--- config.mk ---
export PLATFORM = sky130hd
export DESIGN_NAME = wdt_top
export DESIGN_NICKNAME = d
export VERILOG_FILES = /design/src/rtl/wdt_pkg.sv /design/src/rtl/wdt_regs.sv /design/src/rtl/wdt_prescaler.sv /design/src/rtl/wdt_counter.sv /design/src/rtl/wdt_top.sv
export SDC_FILE = /design/constraint.sdc
export NUM_CORES = 1
export LEC_CHECK = 0
export BUFFER_PORTS_ARGS = -buffer_cell sky130_fd_sc_hd__buf_2
export CAP_MARGIN = 5
export CORE_MARGIN = 2
export CORE_UTILIZATION = 35
export DETAILED_ROUTE_END_ITERATION = 7
export PLACE_DENSITY_LB_ADDON = 0.15
export SYNTH_ARGS = -nofsm -noshare
export SYNTH_HDL_FRONTEND = slang
export SYNTH_SLANG_ARGS = --single-unit
--- constraint.sdc ---
create_clock -name clk -period 4.02 [get_ports clk]
set_clock_uncertainty 0.15 [all_clocks]
set_input_delay 0.402 -clock clk [delete_from_list [all_inputs] [get_ports clk]]
set_output_delay 0.402 -clock clk [all_outputs]
set_load 0.1 [all_outputs]
--- src/rtl/wdt_pkg.sv ---
package wdt_pkg;

    localparam int BUS_W  = 32;
    localparam int CNT_W  = 16;
    localparam int SRC_N  = 3;
    localparam int DIV_W  = 3;
    localparam int PH_W   = 10;
    localparam int DIV_MAX = 5;

    typedef enum logic [1:0] {
        W_CMP  = 2'd0,
        W_EN   = 2'd1,
        W_CNT  = 2'd2,
        W_CTRL = 2'd3
    } wdt_reg_e;

    typedef struct packed {
        logic [DIV_W-1:0] div;
        logic [SRC_N-1:0] src;
    } wdt_ctrl_t;

    localparam int CTRL_W = $bits(wdt_ctrl_t);

    // Terminal phase value for a prescale code: 4**code - 1, saturated.
    function automatic logic [PH_W-1:0] div_last(input logic [DIV_W-1:0] code);
        int c;
        c = (int'(code) > DIV_MAX) ? DIV_MAX : int'(code);
        return PH_W'((32'd1 << (2 * c)) - 32'd1);
    endfunction

endpackage

--- src/rtl/wdt_regs.sv ---
module wdt_regs
    import wdt_pkg::*;
#(
    parameter int ADDR_W = 4
) (
    input  logic              clk,
    input  logic              rst,
    input  logic              bus_sel,
    input  logic              bus_we,
    input  logic [ADDR_W-1:0] bus_addr,
    input  logic [BUS_W-1:0]  bus_wdata,
    output logic [BUS_W-1:0]  bus_rdata,
    input  logic [CNT_W-1:0]  cnt_i,
    output logic [CNT_W-1:0]  cmp_o,
    output logic              en_o,
    output wdt_ctrl_t         ctrl_o,
    output logic              load_o,
    output logic [CNT_W-1:0]  load_val_o
);

    wdt_reg_e  word;
    logic      wr;
    logic [CNT_W-1:0] cmp_q;
    logic      en_q;
    wdt_ctrl_t ctrl_q;

    assign word = wdt_reg_e'(bus_addr[3:2]);
    assign wr   = bus_sel && bus_we;

    always_ff @(posedge clk) begin
        if (rst) begin
            cmp_q  <= '0;
            en_q   <= 1'b0;
            ctrl_q <= '0;
        end else if (wr) begin
            case (word)
                W_CMP:   cmp_q <= bus_wdata[CNT_W-1:0];
                W_EN:    en_q  <= bus_wdata[0];
                W_CTRL:  if (!en_q) ctrl_q <= wdt_ctrl_t'(bus_wdata[CTRL_W-1:0]);
                default: ;
            endcase
        end
    end

    assign load_o     = wr && (word == W_CNT);
    assign load_val_o = bus_wdata[CNT_W-1:0];
    assign cmp_o      = cmp_q;
    assign en_o       = en_q;
    assign ctrl_o     = ctrl_q;

    always_comb begin
        bus_rdata = '0;
        case (word)
            W_CMP:  bus_rdata[CNT_W-1:0]  = cmp_q;
            W_EN:   bus_rdata[0]          = en_q;
            W_CNT:  bus_rdata[CNT_W-1:0]  = cnt_i;
            W_CTRL: bus_rdata[CTRL_W-1:0] = ctrl_q;
            default: ;
        endcase
    end


    ctrl_frozen_chk: assert property (@(posedge clk) disable iff (rst)
        (en_q && wr && word == W_CTRL) |=> $stable(ctrl_q));

endmodule

--- src/rtl/wdt_prescaler.sv ---
module wdt_prescaler
    import wdt_pkg::*;
(
    input  logic             clk,
    input  logic             rst,
    input  logic             en_i,
    input  wdt_ctrl_t        ctrl_i,
    input  logic [SRC_N-1:0] ticks_i,
    input  logic             load_i,
    output logic             step_o
);

    logic [SRC_N-1:0] pick;
    logic             tick_sel;
    logic [PH_W-1:0]  phase_q;
    logic [PH_W-1:0]  last;

    genvar gi;
    generate
        for (gi = 0; gi < SRC_N; gi++) begin : g_pick
            if (gi == 0) begin : g_first
                assign pick[gi] = ctrl_i.src[gi];
            end else begin : g_rest
                assign pick[gi] = ctrl_i.src[gi] & ~(|ctrl_i.src[gi-1:0]);
            end
        end
    endgenerate

    assign tick_sel = |(pick & ticks_i);
    assign last     = div_last(ctrl_i.div);
    assign step_o   = en_i && tick_sel && (phase_q == last) && !load_i;

    always_ff @(posedge clk) begin
        if (rst || load_i) begin
            phase_q <= '0;
        end else if (en_i && tick_sel) begin
            phase_q <= (phase_q == last) ? '0 : phase_q + 1'b1;
        end
    end


    load_phase_chk: assert property (@(posedge clk) disable iff (rst)
        load_i |=> (phase_q == '0));


    step_src_chk: assert property (@(posedge clk) disable iff (rst)
        step_o |-> (|(ctrl_i.src & ticks_i)));

endmodule

--- src/rtl/wdt_counter.sv ---
module wdt_counter
    import wdt_pkg::*;
(
    input  logic             clk,
    input  logic             rst,
    input  logic             load_i,
    input  logic [CNT_W-1:0] load_val_i,
    input  logic             step_i,
    input  logic [CNT_W-1:0] cmp_i,
    output logic [CNT_W-1:0] cnt_o,
    output logic             req_o
);

    logic [CNT_W-1:0] cnt_q;
    logic             req_q;
    logic             hit;

    assign hit = step_i && (cnt_q == cmp_i);

    always_ff @(posedge clk) begin
        if (rst) begin
            cnt_q <= '0;
            req_q <= 1'b0;
        end else begin
            req_q <= hit && !load_i;
            if (load_i)      cnt_q <= load_val_i;
            else if (hit)    cnt_q <= '0;
            else if (step_i) cnt_q <= cnt_q + 1'b1;
        end
    end

    assign cnt_o = cnt_q;
    assign req_o = req_q;


    req_zero_chk: assert property (@(posedge clk) disable iff (rst)
        req_q |-> (cnt_q == '0));


    hold_chk: assert property (@(posedge clk) disable iff (rst)
        (!load_i && !step_i) |=> $stable(cnt_q));


    incr_chk: assert property (@(posedge clk) disable iff (rst)
        (step_i && !load_i && cnt_q != cmp_i) |=> (cnt_q == $past(cnt_q) + 1'b1));


    load_chk: assert property (@(posedge clk) disable iff (rst)
        load_i |=> (cnt_q == $past(load_val_i)));

endmodule

--- src/rtl/wdt_top.sv ---
module wdt_top
    import wdt_pkg::*;
#(
    parameter int ADDR_W = 4
) (
    input  logic              clk,
    input  logic              rst,
    input  logic              bus_sel,
    input  logic              bus_we,
    input  logic [ADDR_W-1:0] bus_addr,
    input  logic [31:0]       bus_wdata,
    output logic [31:0]       bus_rdata,
    input  logic              tick_pclk,
    input  logic              tick_rtc,
    input  logic              tick_ext,
    output logic              rst_req
);

    logic [CNT_W-1:0] cnt, cmp, load_val;
    logic             en, load, step;
    wdt_ctrl_t        ctrl;
    logic [SRC_N-1:0] ticks;

    assign ticks = {tick_ext, tick_rtc, tick_pclk};

    wdt_regs #(.ADDR_W(ADDR_W)) u_regs (
        .clk(clk), .rst(rst),
        .bus_sel(bus_sel), .bus_we(bus_we), .bus_addr(bus_addr),
        .bus_wdata(bus_wdata), .bus_rdata(bus_rdata),
        .cnt_i(cnt), .cmp_o(cmp), .en_o(en), .ctrl_o(ctrl),
        .load_o(load), .load_val_o(load_val)
    );

    wdt_prescaler u_pre (
        .clk(clk), .rst(rst), .en_i(en), .ctrl_i(ctrl),
        .ticks_i(ticks), .load_i(load), .step_o(step)
    );

    wdt_counter u_cnt (
        .clk(clk), .rst(rst), .load_i(load), .load_val_i(load_val),
        .step_i(step), .cmp_i(cmp), .cnt_o(cnt), .req_o(rst_req)
    );


    step_en_chk: assert property (@(posedge clk) disable iff (rst)
        step |-> en);

endmodule

# --- After elaboration in Yosys (flattened, before gate mapping) ---
# Cells that the tools add are included.
word_totals:
  register_bits: 50
  out_inout_bits: 33
op_classes:
  add_sub_neg: 3
  order_cmp: 1
  eq_ne: 5
  n_shift: 1
  mux: 8
  bitwise_logic: 6
  n_reduce_logical: 16
op_table:
  columns: ["operator", "count"]
  rows:
  - ["2-to-1 mux 16 bit", 3]
  - ["left shift 1 x 32 -> 10 bit, first input constant", 1]
  - ["one-hot mux 10 bit (2 select lines)", 1]
  - ["adder 16 x 1 -> 16 bit, second input constant", 1]
  - ["equality test 16 bit", 1]
  - ["one-hot mux 5 bit (3 select lines)", 1]
  - ["adder 10 x 1 -> 10 bit, second input constant", 1]
  - ["equality test 10 bit", 1]
  - ["2-to-1 mux 10 bit", 1]
  - ["subtractor 10 x 1 -> 10 bit, second input constant", 1]
  - ["logical AND 1 bit", 7]
  - ["equality test 2 bit, second input constant", 2]
  - ["one-hot mux 1 bit (4 select lines)", 1]
  - ["AND reduction 2 bit", 2]
  - ["bitwise AND 3 bit", 1]
  - ["greater-than comparator 3 bit, second input constant", 1]
  - ["2-to-1 mux 3 bit", 1]
  - ["NOT 1 bit", 3]
  - ["AND reduction 3 bit", 1]
  - ["nonzero test 3 bit", 1]
  - ["OR reduction 3 bit", 1]
  - ["bitwise AND 1 bit", 2]
  - ["equality test 2 x 1 -> 1 bit, second input constant", 1]
  - ["zero test 2 bit", 1]
  - ["other kinds (3)", 3]

# --- Depth between registers and ports, before layout ---
# Gate-level depths: netlist of run 1.
logic_depth:
  depth_word: 11
  ltp_mapped: 12
  ltp_nobuf: 9

# --- Hierarchy ---
# Synthesis of run 1 repeated with hierarchy kept, for this count alone.
unflattened:
  cells_unflattened: 395
  hier_area_um2: 3363.2
modules_own_cells:
  columns: ["mod", "instances", "cells_per_inst", "area_each_um2", "seq_area_each_um2"]
  rows:
  - ["wdt_regs", 1, 173, 1529.0, 460.4]
  - ["wdt_counter", 1, 139, 1174.9, 340.3]
  - ["wdt_prescaler", 1, 83, 659.4, 200.2]

# --- Worst setup path before layout of run 1 ---
# No wires, ideal clock.
synth_path:
  path_type: "in2out"
  from: "input bus_addr[3]"
  to: "output bus_rdata[1]"
  t_arrival_ns: 3.010
  required_ns: 3.468
  slack_ns: 0.458
  path_stages: 3
  n_path_buf: 1
  path_cell_list: "buf_1 -> mux2i_1 -> o21ai_0"
synth_between:
  elab_chain_cells: 2
  elab_cells_between_ends: 4
  cone_classes: "2 x eq/ne; 1 x mux; 1 x reduce/logical"
synth_rtl:
  columns: ["element", "line_no", "rtl"]
  rows:
  - ["start, declared", "wdt_top.sv:10", "input logic [ADDR_W-1:0] bus_addr,"]
  - ["equality test 2 bit or zero test 2 bit (tied branches)", "wdt_regs.sv:53", "case (word)"]
  - ["one-hot mux 5 bit (3 select lines) *", "wdt_regs.sv:53", null]
  - ["end, declared", "wdt_top.sv:12", "output logic [31:0] bus_rdata,"]
# Mark *: on every way between the ends. The rest lies on a longest branch, timed or not.

# --- Final worst setup path of run 1 ---
layout_path:
  from: "register u_regs.ctrl_q, in the netlist u_regs.ctrl_o[3]"
  to: "register u_cnt.cnt_q[3] (netlist: u_cnt.cnt_o[3])"
layout_between:
  elab_chain_cells: 10
  elab_cells_between_ends: 11
  cone_classes: "1 x add/sub; 1 x order compare; 1 x eq/ne; 1 x shift; 3 x mux; 4 x reduce/logical"
layout_rtl:
  columns: ["element", "line_no", "rtl"]
  rows:
  - ["start, declared", "wdt_regs.sv:25", "wdt_ctrl_t ctrl_q;"]
  - ["start signal, assigned", "wdt_regs.sv:39", "W_CTRL: if (!en_q) ctrl_q <= wdt_ctrl_t'(bus_wdata[CTRL_W-1:0]);"]
  - ["greater-than comparator 3 bit", "wdt_pkg.sv:27", "c = (int'(code) > DIV_MAX) ? DIV_MAX : int'(code);"]
  - ["2-to-1 mux 3 bit *", "wdt_pkg.sv:27", null]
  - ["left shift 1 x 32 -> 10 bit *", "wdt_pkg.sv:28", "return PH_W'((32'd1 << (2 * c)) - 32'd1);"]
  - ["subtractor 10 x 1 -> 10 bit *", "wdt_pkg.sv:28", null]
  - ["equality test 10 bit *", "wdt_prescaler.sv:31", "assign step_o = en_i && tick_sel && (phase_q == last) && !load_i;"]
  - ["logical AND 1 bit * (2 in a row)", "wdt_prescaler.sv:31", null]
  - ["logical AND 1 bit", "wdt_counter.sv:18", "assign hit = step_i && (cnt_q == cmp_i);"]
  - ["2-to-1 mux 16 bit", "wdt_counter.sv:27", "else if (hit) cnt_q <= '0;"]
  - ["2-to-1 mux 16 bit", "wdt_counter.sv:26", "if (load_i) cnt_q <= load_val_i;"]
  - ["end signal, assigned", "wdt_counter.sv:26", null]
  - ["end signal, assigned", "wdt_counter.sv:28", "else if (step_i) cnt_q <= cnt_q + 1'b1;"]
  - ["end, declared", "wdt_counter.sv:14", "logic [CNT_W-1:0] cnt_q;"]
# Marks and branches as above.
# A chain may end at the register's enable or synchronous reset.

==> results.json, run 1 <==
{
  "cts-htree-levels": 2,
  "min_path_type": "in -> reg",
  "nFillCells": 956,
  "root_buffer": "clkbuf_8",
  "vdd_drop_max_uv": 153,
  "synth_cell_type_count": 46,
  "min_to": "u_cnt.cnt_o[11]",
  "r2r_cells": 8,
  "worst_slack_ps": 961,
  "regToRegEndpoint": "u_cnt.cnt_o[3]",
  "numPortBuffers": 41,
  "cp.arrival_ps": 3120,
  "critPathLaunchType": "flop",
  "hold_path_startpoint": "bus_wdata[11]",
  "track_usage_pct": 17.6,
  "layout_min_cycle_time_ps": 3060,
  "synth_area_sq_um": 3120,
  "detail_route.first_pass.iterations": 4,
  "synthFlopType": "dfxtp_1",
  "routedWlPerCell_microns": 15.6,
  "synth.avg_cell_area_sq_um": 7.91,
  "overflow": 0,
  "hold-path-cell-count": 3,
  "finalCritPeriodShare_pct": 76.1,
  "cts.clk_slew.worst_paths_ps": 90,
  "diodes": 0,
  "antenna_found_initial": 0,
  "syn_inst": 394,
  "cp-end-kind": "flop",
  "cts.sinks": 50,
  "vias": 2773,
  "async_flop_share_pct": 0,
  "rsz0062_at_grt": "no",
  "gp_congestion": 0.769,
  "routed_wl_microns": 8260,
  "synth_edf_count": 0,
  "io-pin-count": 76,
  "grt_first_pass_wirelength_microns": 13900,
  "p_per_area_nw_per_um2": 352,
  "yosysSeqAreaShare_pct": 32.1,
  "fmaxAchievable_mhz": 327,
  "syn2layout_area_growth_pct": 8.80,
  "hold_viol": 0,
  "slew_viol_final": 0,
  "vias_per_cell": 5.24,
  "cts_inserted_buffers": 5,
  "drive_above_1_share_pct": 15.0,
  "cts_setup_buffers": 0,
  "core_sq_um": 8680,
  "ys_ff_latch": 50,
  "fp.dieW_microns": 98.3,
  "die_h_microns": 98.3,
  "final_cell_mix": "nand2_1 (59), dfxtp_1 (50), nor2_1 (49), buf_2 (41)",
  "final_nets": 466,
  "cts_tree": "yes",
  "tightest_slew_ps": 837,
  "clk_latency_ps": 310,
  "grt_max_degree": 40,
  "drc": 0,
  "grt_pass1_vias": 2688,
  "drt.antenna.violating_nets": 0,
  "worst-path-max-fanout": 17,
  "dieArea_sq_um": 9670,
  "maxSlewHeadroom_pct": 44.2,
  "leakagePower_nw": 1.38,
  "rows": 34,
  "r2r-start": "u_regs.ctrl_o[3]",
  "fin_total_pwr_w": 0.00119,
  "ys_warn_count": 0,
  "status": "completed",
  "worstSetupPathType": "reg -> reg",
  "setup_tns_ps": 0,
  "crit_required_ps": 4080,
  "ctsHoldBuffers": 0,
  "hpwl_microns": 5730,
  "drtIter0Drc": 131,
  "setup_viol": 0,
  "maxCapViolations": 0,
  "clk_path_buf_depth": 2,
  "ff2ff_setup_slack_ps": 960,
  "final_common_cell": "nand2_1",
  "post-place-ws_ps": 941,
  "post_cts_resized": 0,
  "initial_utilization_pct": 35.9
}
## synth_stat cells, types with 7 or more instances
master	instances	area share [%]
mux2i_1	28	9.0
clkbuf_1	13	1.6
dfxtp_1	50	32
nor3_1	11	1.8
a21oi_1	23	3.7
nand2_1	59	7.1
nor2_1	49	5.9
o21ai_0	7	1.1
a311oi_1	7	2.0
xor2_1	26	7.3
buf_4	17	4.1
nand4_1	8	1.6
a31oi_1	7	1.4
nand3_1	28	4.5
## sequential cells by signal, indices dropped and copies added (netlist names)
name and count:
u_cnt.cnt_o 16, u_regs.cmp_o 16, u_regs.en_o 1, u_regs.ctrl_o 6, u_pre.phase_q 10, u_cnt.req_o 1
## final cells by class
cell class	instances	area, sq um	area share (%)
well taps	108	135	3.99
multi-input cells	315	1890	55.9
clock buffers	6	72.6	2.14
repair buffers	46	243	7.16
flip-flops and latches	50	1000	29.5
clock inverters	2	37.5	1.11
inverters	2	7.51	0.221
## kinds of logic after synthesis
logic type | Yosys count | share of synthesized area [%]
mux | 29 | 9.72
xor+xnor | 30 | 8.43
buf+inv | 44 | 9.08
other cells | 1 | 0.120
compound gates | 57 | 12.2
simple gates | 180 | 27.1
fa+ha+maj | 3 | 1.20
flops | 50 | 32.1
## routing by layer
metal | wire (microns) | vias to the layer above | track usage (%)
met3 | 374 | 4 | 2.65
met2 | 4040 | 62 | 29.7
li1 | - | 1403 | -
met4 | 64 | 0 | 3.69
met1 | 3780 | 1304 | 23.8
met5 | 0 | - | 0
## through the flow
step | cell area (sq um) | util, % | cells | hold slack [ps]
final | 3390 | 39.1 | 529 | 168
after global routing | 3390 | 39.1 | 529 | 195
after CTS | 3390 | 39.1 | 529 | 169
after detailed placement | 3280 | 37.8 | 521 | 322
after global placement | 3280 | 37.8 | 521 | 320
after floorplan | 3170 | - | 409 | 308
## how the worst max path moves through the flow
stage | slack (ps) | depth (start not counted) | start | end
2_1_floorplan | 460 | 3 | bus_addr[3] | bus_rdata[1]
4_1_cts | 930 | 8 | u_regs.ctrl_o[3] | u_cnt.cnt_o[3]
6_report | 960 | 8 | u_regs.ctrl_o[3] | u_cnt.cnt_o[3]
5_1_grt | 700 | 8 | u_regs.ctrl_o[3] | u_cnt.cnt_o[14]
3_3_place_gp | 1020 | 8 | u_regs.ctrl_o[3] | u_cnt.cnt_o[14]
3_5_place_dp | 940 | 8 | u_regs.ctrl_o[3] | u_cnt.cnt_o[3]
## critical path: stages, from the launching register on
cell and delay (ps):
dfxtp_1 410, or3_4 420, ha_1 240, xnor2_1 230, a31oi_1 70, nor3b_1 250
and3_1 750, mux2i_1 160, a311oi_1 290
## report_power, final
part,total (W),switching (W),internal (W)
logic,0.000286,0.000217,0.0000690
registers,0.000547,0.0000329,0.000514
clock network,0.000360,0.000174,0.000186
Power figures use the tool's default switching activity.
==> inputs of run 2 (changes only) <==
ABC_AREA = 1   (was default)
clock period = 2.95 ns   (was 4.02 ns; I/O delays follow)
==> results.json, run 2 <==
{
  "yosysMostFrequentCell": "nand2_1",
  "post_cts_resized": 0,
  "yosysSeqAreaShare_pct": 30.1,
  "hold_viol": 0,
  "maxCapViolations": 0,
  "synth_edf_count": 0,
  "drtIter0Drc": 124,
  "cp-end-kind": "flop",
  "hold-path-cell-count": 3,
  "dp.cells": 694,
  "cts_setup_buffers": 0,
  "grt_first_pass_wirelength_microns": 15300,
  "worstSetupPathType": "reg -> reg",
  "vias": 3245,
  "vdd_drop_max_uv": 192,
  "min_path_type": "in -> reg",
  "cts_tree": "yes",
  "gp_congestion": 0.832,
  "track_usage_pct": 18.6,
  "rsz0062_at_grt": "no",
  "final_common_cell": "nand2_1",
  "ys_top_cells_by_area": "dfxtp_1 (30%), nand2_1 (16%), nor2_1 (7.9%), inv_1 (7.4%), nand3_1 (4.5%)",
  "stdcell_area_sq_um": 3700,
  "worst-path-max-fanout": 12,
  "hpwl_microns": 6590,
  "cts_inserted_buffers": 5,
  "grt_pass1_vias": 3041,
  "clk_path_buf_depth": 2,
  "cp.arrival_ps": 2620,
  "synth_top_area_share_pct": 30.1,
  "cts-htree-levels": 2,
  "grt_max_degree": 32,
  "detail_route.first_pass.iterations": 4,
  "setup_tns_ps": 0,
  "p_per_area_nw_per_um2": 408,
  "r2r_cells": 14,
  "leakagePower_nw": 1.66,
  "crit_path_start": "u_regs.ctrl_o[3]",
  "syn2layout_area_growth_pct": 11.2,
  "synthTopCellsByCount": "nand2_1 (143), nor2_1 (70), inv_1 (66)",
  "antenna_found_initial": 0,
  "overflow": 0,
  "fmaxAchievable_mhz": 397,
  "numPortBuffers": 41,
  "finalCritPeriodShare_pct": 85.4,
  "ys_warn_count": 0,
  "clk_latency_ps": 310,
  "ff2ff_setup_slack_ps": 430,
  "async_flop_share_pct": 0,
  "root_buffer": "clkbuf_8",
  "final_nets": 618,
  "routed_wl_microns": 9000,
  "syn_inst": 535,
  "cts.sinks": 50,
  "final_cell_mix": "nand2_1 (143), nor2_1 (70), inv_1 (66), dfxtp_1 (50), buf_2 (41)",
  "crit_required_ps": 3050,
  "setup_viol": 0,
  "diodes": 0,
  "nFillCells": 1010,
  "placedInstanceArea_sq_um": 3590,
  "critPathLaunchType": "flop",
  "hold_path_startpoint": "bus_wdata[1]",
  "fin_total_pwr_w": 0.00151,
  "min_to": "u_regs.ctrl_o[1]",
  "drive_above_1_share_pct": 14.5,
  "ys_ff_latch": 50,
  "routedWlPerCell_microns": 12.8,
  "slew_viol_final": 0,
  "fp.dieW_microns": 101,
  "status": "completed",
  "yosys.area.top_type": "dfxtp_1",
  "core_sq_um": 9240,
  "cts.clk_slew.worst_paths_ps": 90,
  "synth_area_sq_um": 3330,
  "ctsHoldBuffers": 0,
  "io-pin-count": 76,
  "synth.avg_cell_area_sq_um": 6.22,
  "drc": 0,
  "rows": 35,
  "drt.antenna.violating_nets": 0,
  "final_util_pct": 40.0,
  "layout_min_cycle_time_ps": 2520,
  "initial_utilization_pct": 36.0,
  "r2r-start": "u_regs.ctrl_o[3]",
  "regToRegEndpoint": "u_cnt.cnt_o[3]",
  "synthFlopType": "dfxtp_1",
  "fin_cells": 702,
  "maxSlewHeadroom_pct": 43.4,
  "tightest_slew_ps": 848,
  "dieArea_sq_um": 10300,
  "synth_cell_type_count": 36,
  "vias_per_cell": 4.62,
  "die_h_microns": 101
}
run 2: changes by cell type after synthesis, sizes merged, moves of 4 or more:
cell and delta:
a311oi -8, a31oi -7, buf -7, clkbuf -4, inv +68, mux2i -28
nand2 +87, nand3 +5, nand4b -4, nor2 +36, o21ai +23, o221ai +5
o22ai +9, xor2 -13
run 2: routing by layer:
metal,vias up,global-route usage [%],share of wire [%]
met5,-,0,0
met4,0,3.74,1.1
met3,7,2.35,2.4
met2,52,30.4,45
met1,1442,26.4,52
li1,1744,-,-
run 2: how the worst max path moves through the flow:
stage	to	slack (ps)
2_1_floorplan	bus_rdata[1]	170
3_3_place_gp	u_cnt.cnt_o[13]	470
3_5_place_dp	u_cnt.cnt_o[11]	450
4_1_cts	u_cnt.cnt_o[11]	420
5_1_grt	u_cnt.cnt_o[13]	130
6_report	u_cnt.cnt_o[3]	430
run 2: layout make-up:
type	count	area, sq um	area share (%)
Multi-Input combinational cell	397	1920	51.8
Sequential cell	50	1000	27.1
Inverter	72	270	7.30
Timing Repair Buffer	46	243	6.56
Tap cell	129	161	4.36
Clock buffer	7	76.3	2.06
Clock inverter	1	30.0	0.812
run 2: worst max-delay path, cell delays in order, from the launching register on:
cell	delay (ps)
dfxtp_1	360
nor2_1	280
nand2_2	100
ha_1	320
nand2_1	70
inv_1	30
nor2_1	100
nand2_1	70
nor2_1	110
nand3_2	100
nor2_4	110
nand3_2	340
nor2_2	200
nor2_1	50
nor2_1	80
run 2: kinds of logic (layout without fill, tap and decap cells):
logic type	after synthesis	count (layout)	share of synthesized area (%)
AND/OR/NAND/NOR	291	291	39.0
AO/OA/AOI/OAI	73	73	12.1
adder cells (fa/ha/maj)	3	3	1.13
XOR/XNOR	14	14	3.69
other	1	16	0.113
flip-flops	50	50	30.1
buffers and inverters	103	126	14.0
run 2: through the flow:
| stage | worst slack [ps] | hold WS [ps] |
|---|---|---|
| floorplan | 172 | 214 |
| global placement | 465 | 319 |
| detailed placement | 445 | 330 |
| CTS | 423 | 95.1 |
| global route | 133 | 102 |
| finish | 431 | 96.5 |
run 2: power by group:
part           leakage, nW  total, W  internal, W  switching (W)
Sequential           0.405  0.000705     0.000690      0.0000144
Clock               0.0524  0.000495     0.000254       0.000240
Combinational         1.20  0.000312    0.0000631       0.000249
Total                 1.66   0.00151      0.00101       0.000503
==> inputs of run 3 (changes only) <==
clock period = 2.4 ns   (was 2.95 ns; I/O delays follow)
==> results.json, run 3 (synthesis gave the netlist of run 2 again) <==
{
  "status": "completed",
  "crit_buf_inv": 4,
  "slew_viol_final": 0,
  "overflow": 0,
  "hold_path_startpoint": "bus_wdata[2]",
  "min_to": "u_regs.ctrl_o[2]",
  "final_nets": 626,
  "final_common_cell": "nand2_1",
  "dieArea_sq_um": 10300,
  "switching_share_pct": 35.1,
  "final_cell_mix": "nand2_1 (142), inv_1 (65), nor2_1 (65), dfxtp_1 (47), nand3_1 (29)",
  "leakagePower_nw": 1.77,
  "initial_utilization_pct": 36.0,
  "maxSlewHeadroom_pct": 37.8,
  "crit_required_ps": 2500,
  "internal-power_w": 0.00120,
  "drive_above_1_share_pct": 18.1,
  "dp.cells": 699,
  "fin_cells": 710,
  "hold_viol": 0,
  "critPathLaunchType": "flop",
  "p_per_area_nw_per_um2": 449,
  "vias_per_cell": 4.75,
  "crit_path_start": "u_regs.ctrl_o[5]",
  "worstSetupPathType": "reg -> reg",
  "clk_latency_ps": 320,
  "ff2ff_setup_slack_ps": 110,
  "io-pin-count": 76,
  "cp-end-kind": "flop",
  "cts.sinks": 50,
  "clk_path_buf_depth": 2,
  "clkPwrFrac_pct": 29.4,
  "cts.clk_slew.worst_paths_ps": 100,
  "seqPwrFrac_pct": 47.0,
  "hpwl_microns": 6750,
  "cts_tree": "yes",
  "grt_max_degree": 33,
  "power_frac_comb_pct": 23.6,
  "fmaxAchievable_mhz": 437,
  "crit_chain": "inv_2 > nand3_4 > ha_4 > nand2_2 > inv_1 > nor2_1 > nand2_1 > nor2_2 > nand3_2 > buf_6 > nor2_4 > nand3_4 > clkbuf_16 > nor2_2 > nor2_1 > nor2_1",
  "routed_wl_microns": 9310,
  "crit_slowest_cell": "dfxtp_4",
  "cts-htree-levels": 2,
  "setup_viol": 0,
  "routedWlPerCell_microns": 13.1,
  "switchingPower_w": 0.000646,
  "hold-path-cell-count": 3,
  "antenna_found_initial": 0,
  "cpMostUsedCell": "nor2_1",
  "min_path_type": "in -> reg",
  "stdcell_area_sq_um": 4100,
  "detail_route.first_pass.iterations": 5,
  "grt_pass1_vias": 3191,
  "r2r-start": "u_regs.ctrl_o[5]",
  "fp.dieW_microns": 101,
  "cp.arrival_ps": 2390,
  "vias": 3369,
  "tightest_slew_ps": 932,
  "root_buffer": "clkbuf_8",
  "core_sq_um": 9240,
  "regToRegEndpoint": "u_cnt.cnt_o[14]",
  "cts_inserted_buffers": 5,
  "r2r_cells": 16,
  "drtIter0Drc": 187,
  "finalCritPeriodShare_pct": 95.4,
  "worst-path-max-fanout": 6,
  "drc": 0,
  "vdd_drop_max_uv": 205,
  "syn2layout_area_growth_pct": 23.4,
  "gp_congestion": 0.835,
  "maxCapViolations": 0,
  "layout_min_cycle_time_ps": 2290,
  "grt_first_pass_wirelength_microns": 15400,
  "placedInstanceArea_sq_um": 3900,
  "rows": 35,
  "diodes": 0,
  "die_h_microns": 101,
  "track_usage_pct": 18.8,
  "drt.antenna.violating_nets": 0,
  "crit_family": "simple AND/OR/NAND/NOR gates",
  "numPortBuffers": 41,
  "cpPeakStageDelay_ps": 370
}
## run 3: layer usage
layer,global-route usage (%),vias up,wire length (microns)
met5,0,-,0
met4,7.17,0,182
met3,2.48,20,363
met2,30.5,69,4310
met1,25.5,1530,4450
li1,-,1750,-
## run 3: layout make-up
type | instances | area [sq um]
repair buffers | 54 | 583
multi-input cells | 397 | 1980
clock buffers | 7 | 86.3
well taps | 129 | 161
clock inverters | 1 | 5.00
fillers | 980 | 5140
flip-flops and latches | 50 | 1010
inverters | 72 | 273
## run 3: how the worst max path moves through the flow
stage / end / depth (start not counted)
2_1_floorplan: bus_rdata[10] / 5
3_3_place_gp: u_cnt.cnt_o[13] / 16
6_report: u_cnt.cnt_o[14] / 16
5_1_grt: u_cnt.cnt_o[14] / 16
4_1_cts: u_pre.phase_q[2] / 13
3_5_place_dp: u_pre.phase_q[2] / 13
## run 3: power by group through the flow
stage          logic [W]  registers (W)  clock network, W
3_5_place_dp    0.000418       0.000885                 0
4_1_cts         0.000420       0.000866          0.000553
2_1_floorplan   0.000327       0.000880                 0
5_1_grt         0.000471       0.000869          0.000573
3_3_place_gp    0.000415       0.000885                 0
6_report        0.000435       0.000865          0.000542
## run 3: worst min-delay path: cells and delay by family
family                 cells  cell delay, ps
and+or+nand+nor            2             130
buffers and inverters      1             110
## run 3: timing repair
action | CTS | global route
hold buffers | 1 | 0
setup endpoints to repair | 0 | 25
gates resized for setup | 0 | 21
setup buffers | 0 | 1
endpoints found under the hold margin | 1 | 0
## run 3: metrics by stage
| stage | worst slack [ps] | hold slack (ps) | utilization (%) | TNS [ps] | total power [W] |
|---|---|---|---|---|---|
| after CTS | 85.6 | 38.9 | 43.3 | 0 | 0.00184 |
| after detailed placement | 114 | 327 | 42.2 | 0 | 0.00130 |
| after global placement | 137 | 319 | 42.2 | 0 | 0.00130 |
| after global routing | -54.7 | 62.8 | 44.4 | -470 | 0.00191 |
| final | 112 | 41.7 | 44.4 | 0 | 0.00184 |
| after floorplan | -202 | 159 | - | -2180 | 0.00121 |
